$ cat config.mk
export PLATFORM = sky130hd
export DESIGN_NAME = cp_fastacq_ctrl
export DESIGN_NICKNAME = d
export VERILOG_FILES = /design/src/rtl/cpfa_pkg.sv /design/src/rtl/cpfa_width_counter.sv /design/src/rtl/cpfa_mult_select.sv /design/src/rtl/cp_fastacq_ctrl.sv
export SDC_FILE = /design/constraint.sdc
export NUM_CORES = 1
export LEC_CHECK = 0
export ABC_AREA = 1
export BUFFER_PORTS_ARGS = -buffer_cell sky130_fd_sc_hd__clkbuf_2
export CORE_MARGIN = 10
export CORE_UTILIZATION = 59
export CTS_CLUSTER_SIZE = 16
export DETAILED_ROUTE_END_ITERATION = 8
export PLACE_DENSITY = 0.79
export SKIP_LAST_GASP = 1
export SYNTH_ARGS = -nofsm -noshare
export SYNTH_HDL_FRONTEND = slang
export SYNTH_SLANG_ARGS = --single-unit
export TNS_END_PERCENT = 100
$ cat constraint.sdc
create_clock -name clk -period 3.3 [get_ports clk]
set_clock_uncertainty 0.15 [all_clocks]
set_input_delay 0.165 -clock clk [delete_from_list [all_inputs] [get_ports clk]]
set_output_delay 0.165 -clock clk [all_outputs]
set_load 0.02 [all_outputs]
$ cat src/rtl/cpfa_pkg.sv
package cpfa_pkg;
    typedef enum logic [1:0] {
        ST_IDLE    = 2'd0,
        ST_MEASURE = 2'd1,
        ST_REPORT  = 2'd2
    } cpfa_state_e;
endpackage

$ cat src/rtl/cpfa_width_counter.sv
module cpfa_width_counter #(
    parameter int DIV_W  = 14,
    parameter int CODE_W = 3
) (
    input  logic              clk,
    input  logic              rst_n,
    input  logic              clr,
    input  logic              cnt,
    input  logic [DIV_W-1:0]  div_in,
    output logic [CODE_W-1:0] steps
);
    localparam logic [CODE_W-1:0] STEP_MAX = {CODE_W{1'b1}};

    logic [DIV_W-1:0]  inner_q, div_q;
    logic [CODE_W-1:0] outer_q;
    logic [DIV_W-1:0]  inner_base, lim;
    logic [CODE_W-1:0] outer_base;

    // A zero divisor acts as one; the divisor is captured only at the start of a pulse
    always_comb begin
        inner_base = clr ? '0 : inner_q;
        outer_base = clr ? '0 : outer_q;
        if (clr) lim = (div_in == '0) ? DIV_W'(1) : div_in;
        else     lim = div_q;
    end

    always_ff @(posedge clk) begin
        if (!rst_n) begin
            inner_q <= '0;
            outer_q <= '0;
            div_q   <= DIV_W'(1);
        end else begin
            if (clr) div_q <= lim;
            if (cnt) begin
                if (inner_base == lim - DIV_W'(1)) begin
                    inner_q <= '0;
                    outer_q <= (outer_base == STEP_MAX) ? STEP_MAX : outer_base + CODE_W'(1);
                end else begin
                    inner_q <= inner_base + DIV_W'(1);
                    outer_q <= outer_base;
                end
            end else begin
                inner_q <= inner_base;
                outer_q <= outer_base;
            end
        end
    end

    assign steps = outer_q;

    a_r1_inner_below_limit: assert property (@(posedge clk) disable iff (!rst_n)
        inner_q < div_q);
    a_r8_div_held: assert property (@(posedge clk) disable iff (!rst_n)
        !clr |=> $stable(div_q));
    a_r3_steps_saturate: assert property (@(posedge clk) disable iff (!rst_n)
        (outer_q == STEP_MAX && !clr) |=> outer_q == STEP_MAX);
endmodule

$ cat src/rtl/cpfa_mult_select.sv
module cpfa_mult_select #(
    parameter int CODE_W = 3
) (
    input  logic [CODE_W-1:0] steps,
    input  logic [CODE_W-1:0] nom,
    input  logic              fa_en,
    output logic [CODE_W-1:0] code
);
    logic [CODE_W-1:0] bigger;

    always_comb begin
        bigger = (steps > nom) ? steps : nom;
        if (!fa_en)              code = nom;
        else if (bigger == '0)   code = CODE_W'(1);   // floor of two times minimum
        else                     code = bigger;
    end
endmodule

$ cat src/rtl/cp_fastacq_ctrl.sv
module cp_fastacq_ctrl #(
    parameter int DIV_W  = 14,
    parameter int CODE_W = 3
) (
    input  logic              clk,
    input  logic              rst_n,
    input  logic              pd_pulse,
    input  logic              ref_tick,
    input  logic [DIV_W-1:0]  div_val,
    input  logic [CODE_W-1:0] nom_code,
    input  logic              fa_en,
    output logic [CODE_W-1:0] mult_code,
    output logic              mult_valid
);
    import cpfa_pkg::*;

    cpfa_state_e state_q, state_d;
    logic [CODE_W-1:0] steps, sel_code, held_q;
    logic have_q;
    logic start, fall, cnt;

    assign start = (state_q != ST_MEASURE) && pd_pulse;
    assign fall  = (state_q == ST_MEASURE) && !pd_pulse;
    assign cnt   = pd_pulse && ref_tick;           // only ticks inside the pulse

    cpfa_width_counter #(.DIV_W(DIV_W), .CODE_W(CODE_W)) cnt_i (
        .clk(clk), .rst_n(rst_n), .clr(start), .cnt(cnt),
        .div_in(div_val), .steps(steps)
    );

    cpfa_mult_select #(.CODE_W(CODE_W)) sel_i (
        .steps(steps), .nom(nom_code), .fa_en(fa_en), .code(sel_code)
    );

    always_comb begin
        state_d = state_q;
        unique case (state_q)
            ST_IDLE:    if (pd_pulse)  state_d = ST_MEASURE;
            ST_MEASURE: if (!pd_pulse) state_d = ST_REPORT;
            ST_REPORT:  state_d = pd_pulse ? ST_MEASURE : ST_IDLE;
            default:    state_d = ST_IDLE;
        endcase
    end

    always_ff @(posedge clk) begin
        if (!rst_n) state_q <= ST_IDLE;
        else        state_q <= state_d;
    end

    always_ff @(posedge clk) begin
        if (!rst_n) begin
            held_q <= '0;
            have_q <= 1'b0;
        end else if (fall) begin
            held_q <= sel_code;
            have_q <= 1'b1;
        end
    end

    always_comb begin
        mult_valid = (state_q == ST_REPORT);
        mult_code  = (fa_en && have_q) ? held_q : nom_code;
    end

    a_r7_strobe_single: assert property (@(posedge clk) disable iff (!rst_n)
        mult_valid |=> !mult_valid);
    a_r7_strobe_after_fall: assert property (@(posedge clk) disable iff (!rst_n)
        (state_q == ST_MEASURE && !pd_pulse) |=> mult_valid);
    a_r5_floor_kept: assert property (@(posedge clk) disable iff (!rst_n)
        (mult_valid && fa_en && $past(fa_en)) |-> mult_code != '0);
    a_r4_not_below_nominal: assert property (@(posedge clk) disable iff (!rst_n)
        (mult_valid && fa_en && $past(fa_en) && $stable(nom_code)) |-> mult_code >= nom_code);
endmodule

# After elaboration in Yosys (flattened, before gate mapping)
# Index checks and enable logic that the tools add are counted.
# word_totals
output_inout_bits,4
mem_bits_ro,0
memories,0
latch_bits,0
reg_bits,37
ramBits,0
inputBits,22
# op_classes
shifts,0
eq_ne,7
magnitude_cmp,1
bitwise_logic,0
n_addsub,3
reduce_logical,9
multipliers,0
n_div,0
n_mux,17
# op_table
cell,count
$mux 14,5
$mux 3,8
$add 14x1->14 const B,1
$eq 14x14->1,1
$logic_not 14->1,1
$sub 14x1->14 const B,1
$pmux 2 s3,1
$logic_and 1x1->1,4
$mux 2,2
$ne 2x2->1 const B,2
$add 3x1->3 const B,1
$eq 3x3->1 const B,1
$gt 3x3->1,1
$logic_not 3->1,1
$eq 2x1->1 const B,1
$eq 2x2->1 const B,1
$logic_not 2->1,1
$ne 2x1->1 const B,1
$reduce_and 2->1,1
$logic_not 1->1,1
$mux 1,1

# Logic depth before layout (Yosys ltp)
# Gate-level depths: netlist of run 1.
# logic_depth
depth_word,7
ltp_mapped,23
ltp_nobuf,21

# Hierarchy
# A second synthesis of run 1 with hierarchy kept.
# hier_totals
cells_unflattened,414
hier_area_um2,2541.2
# modules_own_cells
module,cells_per_inst,instances,area_each_um2
cpfa_width_counter,343,1,2095.8
cp_fastacq_ctrl,40,1,271.5
cpfa_mult_select,31,1,173.9

# Worst setup path before layout of run 1
# OpenSTA, ideal clock, no wires.
# synth_timing
kind,flip-flop to flip-flop
from,register state_q[1]
to,"register cnt_i.outer_q[0], in the netlist cnt_i.steps[0]"
n_path_buf,1
period_less_slack_ns,2.635
arrival_ns,2.372
slack_ns,0.665
stages_incl_launch_ff,20
path_cell_list,dfxtp_1 -> inv_1 -> nand2_2 -> nand2_2 -> inv_2 -> or2_2 -> nand2_2 -> ha_1 -> nand3_1 -> nor2_2 -> nand3_1 -> o21bai_1 -> nand2_1 -> nor2_1 -> nand2_1 -> nor2_4 -> nand3_2 -> buf_6 -> nor2_1 -> nor2_1
# synth_via
elab_chain_len,7
word_cells_on_any_way,12
# synth_lines
item,line_no,source
"start, declared",cp_fastacq_ctrl.sv:17,"cpfa_state_e state_q, state_d;"
"start signal, assigned",cp_fastacq_ctrl.sv:47,else state_q <= state_d;
$ne 2x1->1 *,cp_fastacq_ctrl.sv:22,assign start = (state_q != ST_MEASURE) && pd_pulse;
$logic_and 1x1->1 *,cp_fastacq_ctrl.sv:22,
$mux 14 / $mux 3 (equally long branches),"cpfa_width_counter.sv:23, cpfa_width_counter.sv:22",
$sub 14x1->14 (tied with other cells),cpfa_width_counter.sv:35,if (inner_base == lim - DIV_W'(1)) begin
$eq 14x14->1 / $mux 3 (equally long branches),"cpfa_width_counter.sv:35, cpfa_width_counter.sv:37",
$mux 3,cpfa_width_counter.sv:35,
$mux 3 *,cpfa_width_counter.sv:34,if (cnt) begin
"end signal, assigned",cpfa_width_counter.sv:37,outer_q <= (outer_base == STEP_MAX) ? STEP_MAX : outer_base + CODE_W'(1);
"end signal, assigned",cpfa_width_counter.sv:40,outer_q <= outer_base;
"end signal, assigned",cpfa_width_counter.sv:44,outer_q <= outer_base;
"end, declared",cpfa_width_counter.sv:15,logic [CODE_W-1:0] outer_q;
# Mark *: on every way between the ends. The rest lies on a longest branch, timed or not.
# A chain may end at the register's enable or synchronous reset.

# Worst setup path after layout of run 1
# layout_timing
from,register state_q[1]
to,register cnt_i.inner_q[7]
# layout_via
elab_chain_len,7
word_cells_on_any_way,9
# layout_lines
item,line_no,source
$ne 2x1->1 *,cp_fastacq_ctrl.sv:22,
$logic_and 1x1->1 *,cp_fastacq_ctrl.sv:22,
$mux 14,cpfa_width_counter.sv:23,if (clr) lim = (div_in == '0) ? DIV_W'(1) : div_in;
$sub 14x1->14,cpfa_width_counter.sv:35,
$eq 14x14->1,cpfa_width_counter.sv:35,
$mux 14,cpfa_width_counter.sv:35,
$mux 14 *,cpfa_width_counter.sv:34,
"end signal, assigned",cpfa_width_counter.sv:39,inner_q <= inner_base + DIV_W'(1);
"end signal, assigned",cpfa_width_counter.sv:43,inner_q <= inner_base;
"end, declared",cpfa_width_counter.sv:14,"logic [DIV_W-1:0] inner_q, div_q;"
# Marks and branches as above.

==> results of run 1 <==
[worst max-delay path, cell delays in order, from the launching register on]
cell      delay, ns
dfxtp_1        0.32
inv_1          0.08
nand2_2        0.07
nand2_4        0.15
inv_2          0.05
or2_2          0.32
nand2_2        0.15
ha_1           0.19
nand3_1        0.13
nor2_2         0.20
nand3_1        0.12
o21bai_1       0.13
nand2_1        0.06
nor2_1         0.09
nand2_1        0.09
nor2_4         0.11
nand3_2        0.15
buf_4          0.20
nand4_1        0.07
inv_1          0.04
[power by group through the flow]
| stage | Clock, W | Sequential, W | Combinational [W] |
|---|---|---|---|
| after CTS | 0.000315 | 0.000467 | 0.000215 |
| after global routing | 0.000338 | 0.000468 | 0.000244 |
| after floorplan | 0 | 0.000476 | 0.000162 |
| final | 0.000310 | 0.000467 | 0.000217 |
| after global placement | 0 | 0.000477 | 0.000209 |
| after detailed placement | 0 | 0.000477 | 0.000213 |
[sequential cells by signal, summed over array words and instances, names as in the netlist]
signal,cells
cnt_i.div_q,14
cnt_i.inner_q,14
cnt_i.steps,3
held_q,3
state_q,2
have_q,1
[per-stage QoR]
stage	hold slack, ns	power [W]	setup WS [ns]
floorplan	0.1392	0.0006372	0.6654
global placement	0.2590	0.0006865	0.3540
detailed placement	0.2820	0.0006909	0.2694
CTS	0.001056	0.0009963	0.2503
global route	0.03471	0.001051	0.04831
finish	0.007643	0.0009947	0.3236
[routing by layer]
metal,wire length (um),part of all wire [%],vias up
met5,0,0,-
met4,53,0.89,0
met3,416,7.0,7
met2,2605,44,59
met1,2899,49,1075
li1,-,-,1330
[logic make-up after synthesis]
logic type               synth area share (%)
flip-flops                              29.41
adder cells (fa/ha/maj)                 2.981
buffers and inverters                   11.57
AND/OR/NAND/NOR                         42.28
XOR/XNOR                                4.173
AO/OA/AOI/OAI                           9.141
multiplexers                           0.4471
[cells in the final DEF (no fill, tap or decap), drive strengths merged, types with 5 or more instances in the layout]
cell    synthesis  final
a21oi          16     16
buf             6      5
clkbuf          3     30
dfxtp          37     37
ha              6      6
inv            61     61
nand2         115    115
nand3          33     33
nand4          11     11
nor2           71     71
o21ai          15     15
xnor2           5      5
xor2            7      7
[final cells by class]
class                      count  area (sq um)
multi-input combinational    298          1491
fill                         391          1285
sequential                    37         740.7
inverter                      61         229.0
timing repair buffer          30         162.7
clock buffer                   5         68.82
tap                           50         62.56
clock inverter                 3         17.52
[worst max path at each step]
stage / cells after the start / slack [ns] / endpoint
2_1_floorplan: 19 / 0.67 / cnt_i.steps[0]
3_3_place_gp: 19 / 0.35 / cnt_i.inner_q[6]
3_5_place_dp: 19 / 0.27 / cnt_i.inner_q[7]
4_1_cts: 19 / 0.25 / cnt_i.inner_q[7]
5_1_grt: 20 / 0.05 / cnt_i.inner_q[4]
6_report: 19 / 0.32 / cnt_i.inner_q[7]
==> flow_summary_export.csv, run 1 <==
group,metric,value,unit
timing,fmax,336.0,MHz
floorplanning,fp.dieW,85.34,um
global_route,grt-ovfl-total,0,
timing,fin_setup_tns,0,ns
global_route,antenna_found_initial,0,
place,dpl.hpwl,4.819,mm
drt,vias_per_cell,5.105,
timing,period_minus_slack,2.976,ns
synth,synth_top_area_share,29.41,%
synth,synthCells,405,
power_and_ir_drop,p_switching,0.0003138,W
timing,setup_violations,0,
worst_hold_path,hp-class,"in -> reg",
synth,synth_nets,433,
global_route,use_met1,22.06,%
worst_setup_path,reg2reg_depth,19,
power_and_ir_drop,p_int,0.0006809,W
flow_run,maxCapViolCount,0,
timing,relSlewSlack,58.21,%
clock_network,root_buffer,"clkbuf_8",
global_route,grt_pass1_wl,10.12,mm
worst_setup_path,criticalPathCategory,"reg -> reg",
drt,drt_iter0_markers,157,
synth,synth-seq-cells,37,
synth,synthArstFlopShare,0,%
timing,worst_pin_slew,0.6261,ns
worst_setup_path,r2r-start,"state_q[1]",
clock_network,cts_tree,"built",
drt,via_count,2471,
floorplanning,initial_core_util,62.07,%
drt,drc,0,
synth,yosysSeqAreaShare,29.41,%
global_route,grt_pass1_vias,2225,
worst_setup_path,r2r_slack,0.32,ns
worst_setup_path,required,3.34,ns
place,placed_cell_area,0.002681,sq mm
place,place_congestion,0.9059,
drt,wl_per_cell,12.34,um
power_and_ir_drop,comb_power_share,21.8,%
worst_setup_path,critPathCaptureType,"flop",
worst_setup_path,arrival,3.02,ns
clock_network,clk_latency,0.29,ns
synth,ys_top_cells_by_count,"nand2_1, inv_1, nor2_1",
timing,grt_setup_unrepaired,"false",
place,io_buffers,25,
synth,syn_area_per_cell,6.219,sq um
power_and_ir_drop,vdd_ir_drop_max,0.2810,mV
finish,drive_above_1_share,16.36,%
synth,yosysTopAreaCell,"dfxtp_1",
clock_network,holdBufCountCts,0,
clock_network,cts_setup_buffers,0,
synth,yosys_warnings,0,
synth,synthMostInstantiatedCell,"nand2_1",
outcome,status,"complete, no violations",
clock_network,cts_resized,0,
global_route,grt_max_degree,21,
synth,synth_edf_count,0,
worst_setup_path,worstPathMaxFanout,13,
floorplanning,rows,23,
floorplanning,die-height,85.34,um
timing,maxSlewViolCount,0,
worst_setup_path,startpoint,"state_q[1]",
global_route,busiest_layer,"met2",
floorplanning,die_area,0.007282,sq mm
global_route,use_met3,4.398,%
clock_network,clock_path_buffers,2,
worst_hold_path,hp-start,"nom_code[0]",
finish,final_nets,461,
finish,antennaDiodeCount,0,
power_and_ir_drop,power.leakage,1.364,nW
global_route,track_usage,16.45,%
power_and_ir_drop,p_per_area,358.8,mW/mm^2
power_and_ir_drop,p_clk_share,31.2,%
finish,fin_cells,484,
drt,ant_nets,0,
floorplanning,io_pins,26,
timing,final.period_utilization,90.19,%
timing,hold_viol_final,0,
clock_network,clkSlewWorstSetupHoldPaths,0.08,ns
drt,wl,5.974,mm
clock_network,cts-buffers-inserted,5,
worst_hold_path,min_to,"held_q[0]",
worst_setup_path,r2r-end,"cnt_i.inner_q[7]",
floorplanning,coreArea,0.004058,sq mm
synth,synth_flop_cell,"dfxtp_1",
synth,synthTopCellsByArea,"dfxtp_1, nand2_1, inv_1, nor2_1, nand3_1",
place,place_inst,476,
global_route,grtUsageMet2,25.20,%
synth,syn_area,0.002519,sq mm
synth,synth_cell_type_count,34,
power_and_ir_drop,seq_power_share,47.0,%
finish,final_core_util,68.33,%
clock_network,cts_num_sinks,37,
power_and_ir_drop,switching_share,31.55,%
drt,dr.pass1.iters,4,
clock_network,h-tree-depth,2,
worst_setup_path,start_kind,"flop",
finish,syn2layout_area_growth,10.08,%
worst_hold_path,whs_path_depth,3,
finish,postLayoutCellArea,0.002773,sq mm
No activity file was read; power rests on OpenSTA's default activity.
==> run 2, diff against run 1 <==
SYNTH_HIERARCHICAL = 1   (was unset)
==> run 2 against run 1 <==
Net effect:
- non-clock buffer count is 4 higher
- critical path depth is 2 higher
- via count is 2.0% higher
- synthesized cell count is 2.2% higher
- global-route usage is 0.14 points lower
- combinational power is 3% higher
- sequential share of layout area is 0.93 points lower
- clock-buffer cell count stayed put
- clock power is 23% higher
- largest cell class unchanged
- largest power group unchanged
- highest routed layer unchanged
==> flow_summary_export.csv, run 2 <==
group,metric,value,unit
synth,yosys_warnings,6,
synth,syn_area_per_cell,6.138,sq um
synth,synth_cell_type_count,33,
clock_network,cts_num_sinks,37,
finish,drive_above_1_share,13.39,%
finish,final_nets,476,
floorplanning,io_pins,26,
flow_run,maxCapViolCount,0,
finish,final_common_cell,"nand2_1",
synth,syn_area,0.002541,sq mm
clock_network,clock_path_buffers,2,
floorplanning,fp.dieW,85.63,um
timing,period_minus_slack,3.081,ns
drt,vias_per_cell,5.062,
timing,grt_setup_unrepaired,"false",
drt,wl,5.972,mm
finish,fillers,367,
global_route,antenna_found_initial,0,
timing,fmax,324.6,MHz
synth,synth_mux_area_share,0,%
worst_setup_path,start_kind,"flop",
synth,synth_xor_area_share,5.859,%
finish,reg_top3,"cnt_i/div_q: 14 flops, cnt_i/inner_q: 14 flops",
synth,synth_top_family_by_area,"simple AND/OR/NAND/NOR gates",
timing,final.period_utilization,93.36,%
place,dpl.hpwl,4.656,mm
drt,ant_nets,0,
floorplanning,initial_core_util,62.19,%
timing,fin_setup_tns,0,ns
clock_network,cts_tree,"built",
outcome,status,"complete, no violations",
floorplanning,die_area,0.007333,sq mm
timing,setup_violations,0,
drt,drt_iter0_markers,98,
worst_hold_path,hp-class,"in -> reg",
worst_setup_path,criticalPathCategory,"reg -> reg",
timing,hold-worst-slack,0.01448,ns
timing,hold_viol_final,0,
power_and_ir_drop,p_per_area,372.2,mW/mm^2
synth,yosysTopAreaCell,"dfxtp_1",
timing,relSlewSlack,62.98,%
finish,antennaDiodeCount,0,
drt,drc,0,
floorplanning,coreArea,0.004086,sq mm
synth,synthTopCellsByArea,"dfxtp_1, nand2_1, nor2_1, inv_1, xor2_1",
synth,synthArstFlopShare,0,%
power_and_ir_drop,power.leakage,1.391,nW
floorplanning,die-height,85.63,um
drt,via_count,2521,
clock_network,cts-buffers-inserted,5,
synth,synth_adder_area_share,2.954,%
synth,yosysSeqAreaShare,29.15,%
drt,dr.pass1.iters,4,
worst_setup_path,worstPathMaxFanout,8,
global_route,track_usage,16.31,%
synth,synthSimpleGateAreaFrac,45.20,%
synth,synthMostInstantiatedCell,"nand2_1",
worst_setup_path,r2r-start,"state_q[1]",
finish,layout_common_cells,"nand2_1, nor2_1, inv_1",
place,place_congestion,0.8978,
global_route,grt_max_degree,19,
synth,synth_flop_cell,"dfxtp_1",
global_route,grt_pass1_vias,2274,
worst_setup_path,r2r_slack,0.22,ns
clock_network,h-tree-depth,2,
synth,synth_edf_count,0,
place,io_buffers,25,
worst_setup_path,crit_path_end,"cnt_i/inner_q[2]",
drt,wl_per_cell,11.99,um
synth,synth_top_area_share,29.15,%
global_route,grt-ovfl-total,0,
worst_setup_path,reg2reg_depth,21,
worst_setup_path,startpoint,"state_q[1]",
finish,syn2layout_area_growth,13.05,%
clock_network,clkSlewWorstSetupHoldPaths,0.08,ns
worst_setup_path,required,3.35,ns
synth,ys_top_cells_by_count,"nand2_1, nor2_1, inv_1",
synth,synth_compound_area_share,6.253,%
worst_setup_path,arrival,3.13,ns
clock_network,root_buffer,"clkbuf_8",
worst_setup_path,critPathCaptureType,"flop",
power_and_ir_drop,vdd_ir_drop_max,0.2357,mV
floorplanning,rows,23,
worst_setup_path,r2r-end,"cnt_i/inner_q[2]",
synth,synth-seq-cells,37,
synth,synth_nets,442,
clock_network,clk_latency,0.29,ns
global_route,grt_pass1_wl,9.956,mm
timing,worst_pin_slew,0.5519,ns
synth,synthCells,414,
timing,maxSlewViolCount,0,
worst_hold_path,hp-start,"div_val[2]",
[run 2: cell type report]
class	count	area, sq um	area share, %
multi-input cells	312	1545	53.79
flip-flops and latches	37	740.7	25.78
inverters	58	217.7	7.578
repair buffers	34	202.7	7.056
clock buffers	5	68.82	2.395
well taps	50	62.56	2.178
clock inverters	2	35.03	1.220
[run 2: worst min-delay path by stage]
stage	slack, ns	to	cells after the start
6_report	0.01	cnt_i/div_q[2]	3
5_1_grt	0.03	cnt_i/div_q[2]	3
4_1_cts	0.002	cnt_i/div_q[2]	3
3_5_place_dp	0.28	state_q[0]	1
3_3_place_gp	0.28	state_q[0]	1
2_1_floorplan	0.08	cnt_i/div_q[0]	1
[run 2: cells by family (layout without fill, tap and decap cells)]
family                   after synthesis  count (layout)
AO/OA/AOI/OAI                         29              29
XOR/XNOR                              17              17
AND/OR/NAND/NOR                      260             260
buffers and inverters                 65              99
flip-flops                            37              37
adder cells (fa/ha/maj)                6               6
[run 2: through the flow]
stage | util (%) | cell area (sq um) | instances | setup slack, ns | total power [W]
floorplan | - | 2541 | 414 | 0.4304 | 0.0006349
global placement | 66.44 | 2715 | 487 | 0.4071 | 0.0006868
detailed placement | 66.44 | 2715 | 487 | 0.2847 | 0.0006908
CTS | 69.96 | 2859 | 498 | 0.2109 | 0.001077
global route | 70.30 | 2873 | 498 | 0.01857 | 0.001131
finish | 70.30 | 2873 | 498 | 0.2191 | 0.001069
[run 2: metal layers]
metal | vias up | routed length (um) | track usage, %
li1 | 1354 | - | -
met1 | 1098 | 2631 | 19.93
met2 | 63 | 2710 | 26.36
met3 | 6 | 548 | 4.920
met4 | 0 | 80 | 5.838
met5 | - | 0 | 0
[run 2: repair_timing]
action	in CTS	in global routing
setup buffers	0	0
endpoints found under the hold margin	4	0
gates resized for setup	0	2
hold buffers	4	0
setup endpoints to repair	0	1
[run 2: power breakdown]
group | switching [W] | internal, W
clock | 0.000161 | 0.000220
combinational | 0.000147 | 0.0000763
sequential | 0.00000511 | 0.000461
[run 2: critical path, stage by stage, from the launching register on]
cell and delay, ns:
dfxtp_1 0.32, inv_1 0.12, a21oi_1 0.13, buf_4 0.18
or2_2 0.30, nand2_2 0.08, ha_1 0.18, nand3_2 0.12
nor2_2 0.21, nand3_2 0.12, clkinv_1 0.10, nand2_1 0.06
nand2_1 0.08, nor2_1 0.04, a21oi_1 0.14, nand2_1 0.10
nor2_4 0.15, nand3_4 0.15, nand2_8 0.13, inv_2 0.04
nand2_1 0.05, inv_1 0.03
